<file path="src/rtl/regfront_pkg.sv">
package regfront_pkg;
  localparam int unsigned OFS_CMD   = 0;
  localparam int unsigned OFS_MODE  = 1;
  localparam int unsigned OFS_SSET  = 2;
  localparam int unsigned OFS_SCLR  = 3;
  localparam int unsigned OFS_SVIEW = 4;
  localparam int unsigned OFS_MSET  = 5;
  localparam int unsigned OFS_MCLR  = 6;
  localparam int unsigned OFS_MVIEW = 7;

  typedef struct packed {
    logic cmd;
    logic mode;
    logic sset;
    logic sclr;
    logic mset;
    logic mclr;
  } wr_sel_t;
endpackage

</file>
<file path="src/rtl/regfront_decode.sv">
module regfront_decode
  import regfront_pkg::*;
#(
  parameter int unsigned ADDR_W = 4
) (
  input  logic [ADDR_W-1:0] addr,
  input  logic              wr_en,
  output wr_sel_t           wsel
);
  always_comb begin
    wsel = '0;
    if (wr_en) begin
      case (int'(addr))
        OFS_CMD:  wsel.cmd  = 1'b1;
        OFS_MODE: wsel.mode = 1'b1;
        OFS_SSET: wsel.sset = 1'b1;
        OFS_SCLR: wsel.sclr = 1'b1;
        OFS_MSET: wsel.mset = 1'b1;
        OFS_MCLR: wsel.mclr = 1'b1;
        default:  wsel = '0;
      endcase
    end
  end

  always_comb begin
    assert_onehot_sel_R8: assert ($onehot0(wsel));
  end
endmodule

</file>
<file path="src/rtl/regfront_shadow.sv">
module regfront_shadow #(
  parameter int unsigned W = 12
) (
  input  logic         clk,
  input  logic         rst_n,
  input  logic [W-1:0] set_bits,
  input  logic [W-1:0] clr_bits,
  output logic [W-1:0] q
);
  for (genvar i = 0; i < int'(W); i++) begin : g_bit
    always_ff @(posedge clk or negedge rst_n) begin
      if (!rst_n)           q[i] <= 1'b0;
      else if (clr_bits[i]) q[i] <= 1'b0;
      else if (set_bits[i]) q[i] <= 1'b1;
    end
  end

  assert_clear_wins_R3: assert property (@(posedge clk) disable iff (!rst_n)
    1'b1 |=> ((q & $past(clr_bits)) == '0));

  assert_set_takes_R1: assert property (@(posedge clk) disable iff (!rst_n)
    1'b1 |=> ((q & ($past(set_bits) & ~$past(clr_bits)))
              == ($past(set_bits) & ~$past(clr_bits))));

  assert_untouched_hold_R2: assert property (@(posedge clk) disable iff (!rst_n)
    1'b1 |=> (((q ^ $past(q)) & ~($past(set_bits) | $past(clr_bits))) == '0));
endmodule

</file>
<file path="src/rtl/regfront_cmd.sv">
module regfront_cmd #(
  parameter int unsigned W = 8
) (
  input  logic         clk,
  input  logic         rst_n,
  input  logic         wr,
  input  logic [W-1:0] bits,
  output logic [W-1:0] pulse
);
  always_ff @(posedge clk or negedge rst_n) begin
    if (!rst_n) pulse <= '0;
    else        pulse <= wr ? bits : '0;
  end

  assert_no_stray_pulse_R4: assert property (@(posedge clk) disable iff (!rst_n)
    !wr |=> (pulse == '0));
endmodule

</file>
<file path="src/rtl/periph_regfront.sv">
module periph_regfront
  import regfront_pkg::*;
#(
  parameter int unsigned ADDR_W = 4,
  parameter int unsigned DATA_W = 32,
  parameter int unsigned STAT_W = 12,
  parameter int unsigned CMD_W  = 8,
  parameter int unsigned MODE_W = 20
) (
  input  logic              clk,
  input  logic              rst_n,
  input  logic [ADDR_W-1:0] addr,
  input  logic              wr_en,
  input  logic              rd_en,
  input  logic [DATA_W-1:0] wdata,
  output logic [DATA_W-1:0] rdata,
  input  logic [STAT_W-1:0] evt_set,
  output logic [CMD_W-1:0]  cmd_pulse,
  output logic [MODE_W-1:0] mode,
  output logic              irq
);
  localparam int unsigned SPARE_S = DATA_W - STAT_W;
  localparam int unsigned SPARE_M = DATA_W - MODE_W;

  wr_sel_t           wsel;
  logic [STAT_W-1:0] stat_q, mask_q;
  logic [STAT_W-1:0] wbits;
  logic [DATA_W-1:0] rd_mux;

  assign wbits = wdata[STAT_W-1:0];

  regfront_decode #(.ADDR_W(ADDR_W)) u_dec (
    .addr(addr), .wr_en(wr_en), .wsel(wsel)
  );

  regfront_shadow #(.W(STAT_W)) u_stat (
    .clk(clk), .rst_n(rst_n),
    .set_bits(evt_set | (wsel.sset ? wbits : '0)),
    .clr_bits(wsel.sclr ? wbits : '0),
    .q(stat_q)
  );

  regfront_shadow #(.W(STAT_W)) u_mask (
    .clk(clk), .rst_n(rst_n),
    .set_bits(wsel.mset ? wbits : '0),
    .clr_bits(wsel.mclr ? wbits : '0),
    .q(mask_q)
  );

  regfront_cmd #(.W(CMD_W)) u_cmd (
    .clk(clk), .rst_n(rst_n), .wr(wsel.cmd),
    .bits(wdata[CMD_W-1:0]), .pulse(cmd_pulse)
  );

  always_ff @(posedge clk or negedge rst_n) begin
    if (!rst_n)         mode <= '0;
    else if (wsel.mode) mode <= wdata[MODE_W-1:0];
  end

  always_comb begin
    case (int'(addr))
      OFS_MODE:  rd_mux = {{SPARE_M{1'b0}}, mode};
      OFS_SVIEW: rd_mux = {{SPARE_S{1'b0}}, stat_q};
      OFS_MVIEW: rd_mux = {{SPARE_S{1'b0}}, mask_q};
      default:   rd_mux = '0;
    endcase
  end

  always_ff @(posedge clk or negedge rst_n) begin
    if (!rst_n) rdata <= '0;
    else        rdata <= rd_en ? rd_mux : '0;
  end

  assign irq = |(stat_q & mask_q);

  assert_cmd_reads_zero_R8: assert property (@(posedge clk) disable iff (!rst_n)
    (rd_en && int'(addr) == OFS_CMD) |=> (rdata == '0));

  assert_idle_read_zero_R10: assert property (@(posedge clk) disable iff (!rst_n)
    !rd_en |=> (rdata == '0));

  assert_mask_gates_irq_R7: assert property (@(posedge clk) disable iff (!rst_n)
    (mask_q == '0) |-> !irq);

  assert_mode_stable_R5: assert property (@(posedge clk) disable iff (!rst_n)
    !(wr_en && int'(addr) == OFS_MODE) |=> $stable(mode));
endmodule

</file>
<file path="config.mk">
export PLATFORM = sky130hd
export DESIGN_NAME = periph_regfront
export DESIGN_NICKNAME = d
export VERILOG_FILES = /design/src/rtl/regfront_pkg.sv /design/src/rtl/regfront_decode.sv /design/src/rtl/regfront_shadow.sv /design/src/rtl/regfront_cmd.sv /design/src/rtl/periph_regfront.sv
export SDC_FILE = /design/constraint.sdc
export NUM_CORES = 1
export LEC_CHECK = 0
export ABC_AREA = 0
export BUFFER_PORTS_ARGS = -buffer_cell sky130_fd_sc_hd__buf_2
export CAP_MARGIN = 10
export CORE_MARGIN = 2
export CORE_UTILIZATION = 30
export CTS_BUF_LIST = sky130_fd_sc_hd__clkbuf_8
export DETAILED_ROUTE_END_ITERATION = 12
export GPL_ROUTABILITY_DRIVEN = 0
export HOLD_SLACK_MARGIN = 0.05
export PLACE_DENSITY = 0.54
export SYNTH_ARGS = -nofsm -noshare
export SYNTH_HDL_FRONTEND = slang
export SYNTH_SLANG_ARGS = --single-unit
</file>
<file path="constraint.sdc">
create_clock -name clk -period 1 [get_ports clk]
set_input_delay 0.05 -clock clk [delete_from_list [all_inputs] [get_ports clk]]
set_output_delay 0.05 -clock clk [all_outputs]
set_load 0.05 [all_outputs]
</file>
==> metrics <==
chip height 108 microns; htree depth 3; Slew Limit Fails 0; Initial DRC Count 123; Main synth FF type dfrtp_1; post-synth cell types 36; Post-synth EDFFs 0; gr ovfl total 0; synthesized area 3250 sq um; CP peak stage delay 0.39 ns; register area share after synthesis 55.4%; final core occ 49.2%; number of setup violations in the final report 7; drt pass-1 iters 4; nets 504; die area 11700 sq um; CORE AREA 10700 sq um; detailed-placement wirelength estimate 6560 microns; critical path's slowest cell dfrtp_1; Starting Density 30.4%; Synth Instances 273; Data arrival, critical path 1.53 ns; setup TNS -0.731 ns; Avg WL per Cell 15.6 microns; Area Growth Syn to Fin 61.8%; class of the worst hold path in2async; total CTS buffers 9; Reg2Reg Setup Slack -0.04 ns; commonest non-fill, non-tap cell in the layout dfrtp_1; Worst Setup Start Kind flip-flop; post-route setup slack -0.578 ns; pwr dens 1760 nW/um^2; Post-route DRC 0; most frequent cells in the layout dfrtp_1, buf_4, buf_2, dlygate4sd3_1, buf_6; clock root buffer clkbuf_8; Setup Crit Path Kind reg2out; Reg clk slew, reported paths 0.08 ns; CTS tree done; Max VDD drop 0.000725 V; initial antenna violation count 0; CP startpoint u_mask.q[10]$_DFFE_PN0P_; number of routed nets with antenna violations 0; global-route wire length before repair 14800 microns; Reg area 1800 sq um; vias 2824; Clk Latency, worst-skew pair 0.35 ns; ratio of final minimum period to clock period 158%; fmax 0.634 GHz; status finished, violations left; cell total after placement 533; Seq cells post-synth 72; CP endpoint kind primary output; Global Route Usage Sum 16.8%; Hold Violations, Final 0; cell-by-cell listing of the critical path a22o_1, a221oi_2, nand3_2, buf_6; layout cells sized above 1 48.1%; Worst EP required 0.95 ns; via/cell ratio 4.73; row count 38; Die W 108 microns; synth warn 0; vias in the first global route 2825; clk sinks 72; fill count 976; leakage power 0.00253 uW; R2R Path End rdata[2]$_DFF_PN0_; RSZ-0062 raised after global routing yes; total power 9290 uW; max_cap viols 0; crit path max fanout 2; Avg Cell Area, Syn 11.9 sq um; Finished Layout Cells 597; fin crit period 1.58 ns; CP endpoint irq; Worst Clk Skew 0.00689 ns; # port buffers 88; Bufs on Longest Clock Path 2; worst reg2reg startpoint mode[2]$_DFFE_PN0P_; Post-synth ARST share 100%; Reg2Reg Depth 4; failing checks negative setup slack; # diodes 0; I/O Pins 113; final WL 9290 microns; largest net degree at the start of global routing 25; area of the multi-input gates 1440 sq um
metrics by stage:
stage / hold slack (ns) / cell area [sq um] / worst slack [ns]
after floorplan: -0.246 / 3340 / -0.146
after global placement: -0.0393 / 4240 / -0.315
after detailed placement: -0.0374 / 4240 / -0.318
after CTS: 0.113 / 5090 / -0.600
after global routing: 0.135 / 5260 / -0.672
final: 0.127 / 5260 / -0.578
worst min-delay path by stage:
stage                          end  startpoint  cells past startpoint  slack (ns)
2_1_floorplan  mode[0]$_DFFE_PN0P_       rst_n                      0       -0.25
3_3_place_gp   mode[1]$_DFFE_PN0P_       rst_n                      1       -0.04
3_5_place_dp   mode[0]$_DFFE_PN0P_       rst_n                      1       -0.04
4_1_cts        mode[1]$_DFFE_PN0P_       rst_n                      2        0.11
5_1_grt        mode[0]$_DFFE_PN0P_       rst_n                      2        0.13
6_report       mode[0]$_DFFE_PN0P_       rst_n                      2        0.13
synth_stat cells (3+ instances only):
| master | number | share of area [%] |
|---|---|---|
| nand2_1 | 10 | 1.2 |
| and2_1 | 16 | 3.1 |
| o21ai_0 | 10 | 1.5 |
| clkbuf_1 | 11 | 1.3 |
| a211oi_1 | 12 | 2.8 |
| nor3b_1 | 4 | 0.92 |
| a31oi_1 | 24 | 4.6 |
| a21oi_1 | 24 | 3.7 |
| and3b_1 | 12 | 3.2 |
| a221oi_1 | 3 | 0.81 |
| buf_4 | 12 | 2.8 |
| buf_2 | 6 | 0.92 |
| dfrtp_1 | 72 | 55 |
| nand3b_1 | 5 | 1.2 |
| and3_1 | 4 | 0.77 |
| mux2_4 | 20 | 9.2 |
| a22o_1 | 3 | 0.81 |
logic make-up (layout without fill, tap and decap cells):
group	Yosys count	in the layout	synth area share, %
AO/OA/AOI/OAI	80	80	15.3
AND/OR/NAND/NOR	66	66	13.8
flip-flops	72	72	55.4
XOR/XNOR	1	1	0.269
buffers and inverters	33	206	5.88
other	1	12	0.115
multiplexers	20	20	9.23
cell type report:
cell class | instances | area share, %
clock buffer | 10 | 2.62
tap | 140 | 3.33
inverter | 1 | 0.0713
sequential | 72 | 34.3
clock inverter | 6 | 2.04
multi-input combinational | 179 | 27.4
timing repair buffer | 189 | 30.3
timing repair:
item / in CTS / in global routing
pin swaps: 7 / 8
buffers inserted: 11 / 8
hold buffers: 33 / 0
endpoints found under the setup margin: 39 / 57
endpoints found under the hold margin: 124 / 0
gates resized for setup: 72 / 49
where the power goes:
| part | switching (uW) | total [uW] | internal [uW] |
|---|---|---|---|
| Sequential | 289 | 3530 | 3240 |
| Clock | 1110 | 2830 | 1720 |
| Combinational | 1510 | 2930 | 1410 |
| Total | 2920 | 9290 | 6370 |
metal layers:
layer / GRT usage, % / vias up / share of wire, % / wire, microns
li1: - / 1342 / - / -
met1: 22.4 / 1390 / 45 / 4220
met2: 26.8 / 77 / 49 / 4520
met3: 3.19 / 15 / 4.3 / 399
met4: 7.14 / 0 / 1.7 / 156
met5: 0 / - / 0 / 0
registers in the layout, summed over array words and instances (netlist names):
| name | count |
|---|---|
| mode | 20 |
| u_stat.q | 12 |
| rdata | 20 |
| u_mask.q | 12 |
| u_cmd.pulse | 8 |
critical path, delay by kind of cell (launching register included):
| family | cells | cell delay [ns] |
|---|---|---|
| AO/OA/AOI/OAI | 2 | 0.49 |
| buffers and inverters | 1 | 0.17 |
| flip-flops | 1 | 0.39 |
| AND/OR/NAND/NOR | 1 | 0.13 |
(Power assumes the default switching activity.)
